File: src/rtl/mii_4b5b_encoder.sv
module mii_4b5b_encoder (
  input  logic       clk,
  input  logic       rst_n,
  input  logic       bypass,
  input  logic       tx_en,
  input  logic       tx_er,
  input  logic [3:0] txd,
  output logic [4:0] sym
);

  localparam logic [4:0] SYM_I = 5'b11111;
  localparam logic [4:0] SYM_J = 5'b11000;
  localparam logic [4:0] SYM_K = 5'b10001;
  localparam logic [4:0] SYM_T = 5'b01101;
  localparam logic [4:0] SYM_R = 5'b00111;
  localparam logic [4:0] SYM_H = 5'b00100;

  typedef enum logic [2:0] {ST_IDLE, ST_K, ST_DATA, ST_T, ST_R} st_t;

  st_t        state, state_nx;
  logic [4:0] sym_nx;
  logic [4:0] data_sym;

  function automatic logic [4:0] enc4b5b(input logic [3:0] n);
    case (n)
      4'h0: enc4b5b = 5'b11110;
      4'h1: enc4b5b = 5'b01001;
      4'h2: enc4b5b = 5'b10100;
      4'h3: enc4b5b = 5'b10101;
      4'h4: enc4b5b = 5'b01010;
      4'h5: enc4b5b = 5'b01011;
      4'h6: enc4b5b = 5'b01110;
      4'h7: enc4b5b = 5'b01111;
      4'h8: enc4b5b = 5'b10010;
      4'h9: enc4b5b = 5'b10011;
      4'hA: enc4b5b = 5'b10110;
      4'hB: enc4b5b = 5'b10111;
      4'hC: enc4b5b = 5'b11010;
      4'hD: enc4b5b = 5'b11011;
      4'hE: enc4b5b = 5'b11100;
      default: enc4b5b = 5'b11101;
    endcase
  endfunction

  assign data_sym = tx_er ? SYM_H : enc4b5b(txd);

  always_comb begin
    state_nx = state;
    sym_nx   = SYM_I;
    if (bypass) begin
      state_nx = ST_IDLE;
      sym_nx   = tx_en ? {tx_er, txd} : SYM_I;
    end else begin
      case (state)
        ST_IDLE: if (tx_en) begin
          sym_nx   = SYM_J;
          state_nx = ST_K;
        end
        ST_K: begin
          sym_nx   = SYM_K;
          state_nx = tx_en ? ST_DATA : ST_T;
        end
        ST_DATA: if (tx_en) begin
          sym_nx = data_sym;
        end else begin
          sym_nx   = SYM_T;
          state_nx = ST_R;
        end
        ST_T: begin
          sym_nx   = SYM_T;
          state_nx = ST_R;
        end
        ST_R: begin
          sym_nx   = SYM_R;
          state_nx = ST_IDLE;
        end
        default: state_nx = ST_IDLE;
      endcase
    end
  end

  always_ff @(posedge clk) begin
    if (!rst_n) begin
      state <= ST_IDLE;
      sym   <= SYM_I;
    end else begin
      state <= state_nx;
      sym   <= sym_nx;
    end
  end

  AST_IDLE_FILL: assert property (@(posedge clk) disable iff (!rst_n)
    (!bypass && state == ST_IDLE && !tx_en) |=> (sym == SYM_I));

  AST_J_BEFORE_K: assert property (@(posedge clk) disable iff (!rst_n)
    (!bypass && $past(!bypass) && sym == SYM_J) |=> (bypass || sym == SYM_K));

  AST_HALT_ON_ERR: assert property (@(posedge clk) disable iff (!rst_n)
    (!bypass && state == ST_DATA && tx_en && tx_er) |=> (sym == SYM_H));

  AST_T_BEFORE_R: assert property (@(posedge clk) disable iff (!rst_n)
    (!bypass && $past(!bypass) && sym == SYM_T) |=> (bypass || sym == SYM_R));

  AST_RAW_PASS: assert property (@(posedge clk) disable iff (!rst_n)
    (bypass && tx_en) |=> (sym == $past({tx_er, txd})));

endmodule

File: config.mk
export PLATFORM = sky130hd
export DESIGN_NAME = mii_4b5b_encoder
export DESIGN_NICKNAME = d
export VERILOG_FILES = /design/src/rtl/mii_4b5b_encoder.sv
export SDC_FILE = /design/constraint.sdc
export NUM_CORES = 1
export LEC_CHECK = 0
export BUFFER_PORTS_ARGS = -buffer_cell sky130_fd_sc_hd__buf_2
export CELL_PAD_IN_SITES_DETAIL_PLACEMENT = 0
export CELL_PAD_IN_SITES_GLOBAL_PLACEMENT = 1
export CORE_AREA = 2 2 39 41
export CTS_BUF_LIST = sky130_fd_sc_hd__clkbuf_4 sky130_fd_sc_hd__clkbuf_8
export DETAILED_ROUTE_END_ITERATION = 8
export DIE_AREA = 0 0 41 43
export PLACE_DENSITY = 0.89
export SKIP_CTS_REPAIR_TIMING = 1
export SLEW_MARGIN = 20
export SYNTH_ARGS = -nofsm -noshare
export SYNTH_HDL_FRONTEND = slang
export SYNTH_SLANG_ARGS = --single-unit
export TNS_END_PERCENT = 5
File: constraint.sdc
create_clock -name clk -period 1.9 [get_ports clk]
set_input_delay 0 -clock clk [delete_from_list [all_inputs] [get_ports clk]]
set_output_delay 0 -clock clk [all_outputs]
set_load 0.02 [all_outputs]
==> results by group <==
Timing
  – Endpoints failing setup: 0
  – RSZ-0062 raised after global routing: no
  – Max-slew headroom: between 60 and 70%
  – Slew @ Worst Pin: ~0.46 ns
  – Setup Total Neg Slack: 0 ns
  – Hold Vio Cnt, Final: 0
  – Fin Clk Skew: approximately 0.0043 ns
  – Hold Slack: 0.0468 ns
  – Crit path time final: 1.21 ns
  – Max Fclk: slightly above 0.8 GHz
  – Pins Over Slew Limit: 0
  – Final period utilization: between 60% and 70%

GRT
  – Vias in the first global route: roughly 440
  – Initial antenna violation count: 0
  – Gr usage total: between 15 and 20%
  – GRT overflow: 0
  – Largest net degree at the start of global routing: 13
  – Wire length of the first global-routing pass: 1850 um

Critical path
  – Reg-to-reg startpoint: state[0]
  – Critical Path AT: about 1.4 ns
  – Reg-to-reg slack, setup: about 0.69 ns
  – CP Capture Type: flop
  – Startpoint types: flop
  – CP Max Fanout: 11
  – Critical Path RT: approximately 2.1 ns
  – Setup CP Type: flop to flop
  – Crit path from: state[0]
  – Reg2Reg Depth: 4
  – Crit Reg-Reg Endpoint: sym[1]
  – CP endpoint: sym[1]

Synth
  – XOR/XNOR share of the synthesized area: 3.54%
  – Register area share after synthesis: 32.4%
  – Post-Syn Area: just under 500 sq um
  – Synth warn: 0
  – Post-Synth Adder-Cell Area: 0%
  – Synth Area in Compound Gates: 23.0%
  – Largest family of logic cells by synthesized area: simple AND/OR/NAND/NOR gates
  – Syn_area_per_cell: just over 8 sq um
  – Post-synthesis mux area share: between 2 and 2.5%
  – Syn Inst Count: roughly 60
  – #FFs+latches synth: 8
  – Synth Area in Simple Gates: between 30% and 40%
  – Syn Nets: 70
  – Netlist cell types: 29

Floorplan
  – IO Pins: 14
  – Die Area: 1760 sq um
  – DIE HEIGHT: roughly 43 um
  – Die width: approximately 41 um
  – Initial Util: ~36%
  – Core area: 1380 sq um
  – Cell row count: 14

Clock tree
  – Total CTS buffers: 3
  – H-tree lvl count: 1
  – CTS Buffer Depth: 2
  – CTS tree: yes
  – Clock-pin transition on the worst setup and hold timing paths: approximately 0.060 ns
  – CTS sink count: 8
  – Root buffer cell: clkbuf_4
  – Skew-Pair Late Insertion Delay: between 0.2 and 0.3 ns

Finish
  – Antenna cells: 0
  – Fraction of layout cells with a size suffix above 1: 27.0%
  – Util after Layout: 41.7%
  – Area Overhead vs Synth: 16.7%
  – Most common cell after layout, fill and taps aside: buf_2
  – Most frequent cells in the layout: buf_2, nor2_1, dfxtp_1
  – Final Net Count: 85
  – Multi-input logic area: around 290 sq um
  – Filler cell count: about 140
  – Storage element area: between 150 and 200 sq um
  – Layout Cells excl Fill: 90

Routing
  – DR vias: 497
  – WL final: approximately 1100 um
  – DRC Markers: 0
  – Routed Antenna Nets: 0
  – Drt first-iter violations: 19
  – Post-DR wirelength/cell: ~12 um
  – DR pass1 iterations: 4
  – Avg Vias per Cell: 5.52

Place
  – Dpl cells: 86
  – # port buffers: 13
  – Placer Congestion: approximately 0.74
  – DP Wirelength: slightly above 800 um

Power and ir drop
  – Max VDD drop: 0.266 mV
  – LEAKAGE: between 0.2 and 0.25 nW
  – Pwr dens: just under 700 nW/um^2

Min path
  – Worst Hold Class: primary input to flop
  – Hold depth: 3

Status
  – Status: finished, final reports clean

Job
  – Max cap viols: 0
## area by class of cell
cell class	instances	area share, %
multi-input cells	47	50.5
flip-flops and latches	8	27.8
repair buffers	14	13.0
clock buffers	3	3.90
well taps	16	3.47
inverters	2	1.30
## registers in the layout (all words and copies together) (netlist names)
| register | count |
|---|---|
| sym | 5 |
| state | 3 |
## per-stage QoR
| stage | instance area [sq um] | setup WS, ns | power, W |
|---|---|---|---|
| finish | 577 | 0.692 | 0.000389 |
| global route | 577 | 0.563 | 0.000403 |
| CTS | 567 | 0.700 | 0.000390 |
| detailed placement | 544 | 0.705 | 0.000257 |
| global placement | 544 | 0.701 | 0.000257 |
| floorplan | 494 | 0.853 | 0.000233 |
## critical path: stages (launching register included)
cell,delay (ns)
dfxtp_1,0.44
or3_1,0.45
nand2_1,0.10
a31oi_1,0.04
o21ai_1,0.12
## kinds of logic after synthesis
| logic type | Yosys count |
|---|---|
| xor gates and xnor gates | 2 |
| AOI/OAI and AO/OA | 16 |
| DFF | 8 |
| muxes | 1 |
| and+or+nand+nor | 28 |
| buffers and inverters | 6 |
## where the power goes
group / internal [W] / switching (W)
sequential: 0.000176 / 0.00000748
clock: 0.0000726 / 0.0000618
combinational: 0.0000296 / 0.0000423
total: 0.000278 / 0.000112
## synthesized netlist by cell type, drive strengths merged
cell / number / area [sq um]
dfxtp: 8 / 160
nor2: 8 / 30.0
nand2: 7 / 28.8
o21ai: 5 / 25.0
buf: 4 / 35.0
a31oi: 3 / 18.8
inv: 2 / 7.51
nand2b: 2 / 12.5
nand3: 2 / 10.0
nor2b: 2 / 12.5
nor3: 2 / 10.0
nor4: 2 / 27.5
o211ai: 2 / 15.0
or3: 2 / 12.5
a211oi: 1 / 12.5
a21o: 1 / 7.51
a21oi: 1 / 5.00
a221oi: 1 / 15.0
and3: 1 / 6.26
mux2i: 1 / 10.0
o221ai: 1 / 8.76
o22ai: 1 / 6.26
xnor2: 1 / 8.76
xor2: 1 / 8.76
## worst min path at each step
stage,start,endpoint,slack [ns]
2_1_floorplan,rst_n,sym[2],0.06
3_3_place_gp,rst_n,sym[2],0.24
3_5_place_dp,rst_n,sym[2],0.24
4_1_cts,rst_n,sym[2],-0.03
5_1_grt,txd[2],sym[2],0.07
6_report,txd[2],sym[2],0.05
## routing by layer
metal	up-vias	global-route usage (%)	share of wire, %
li1	246	-	-
met1	216	19.7	41
met2	28	22.2	47
met3	7	1.57	6.9
met4	0	12.0	4.7
met5	-	0	0
(Power assumes the default switching activity.)
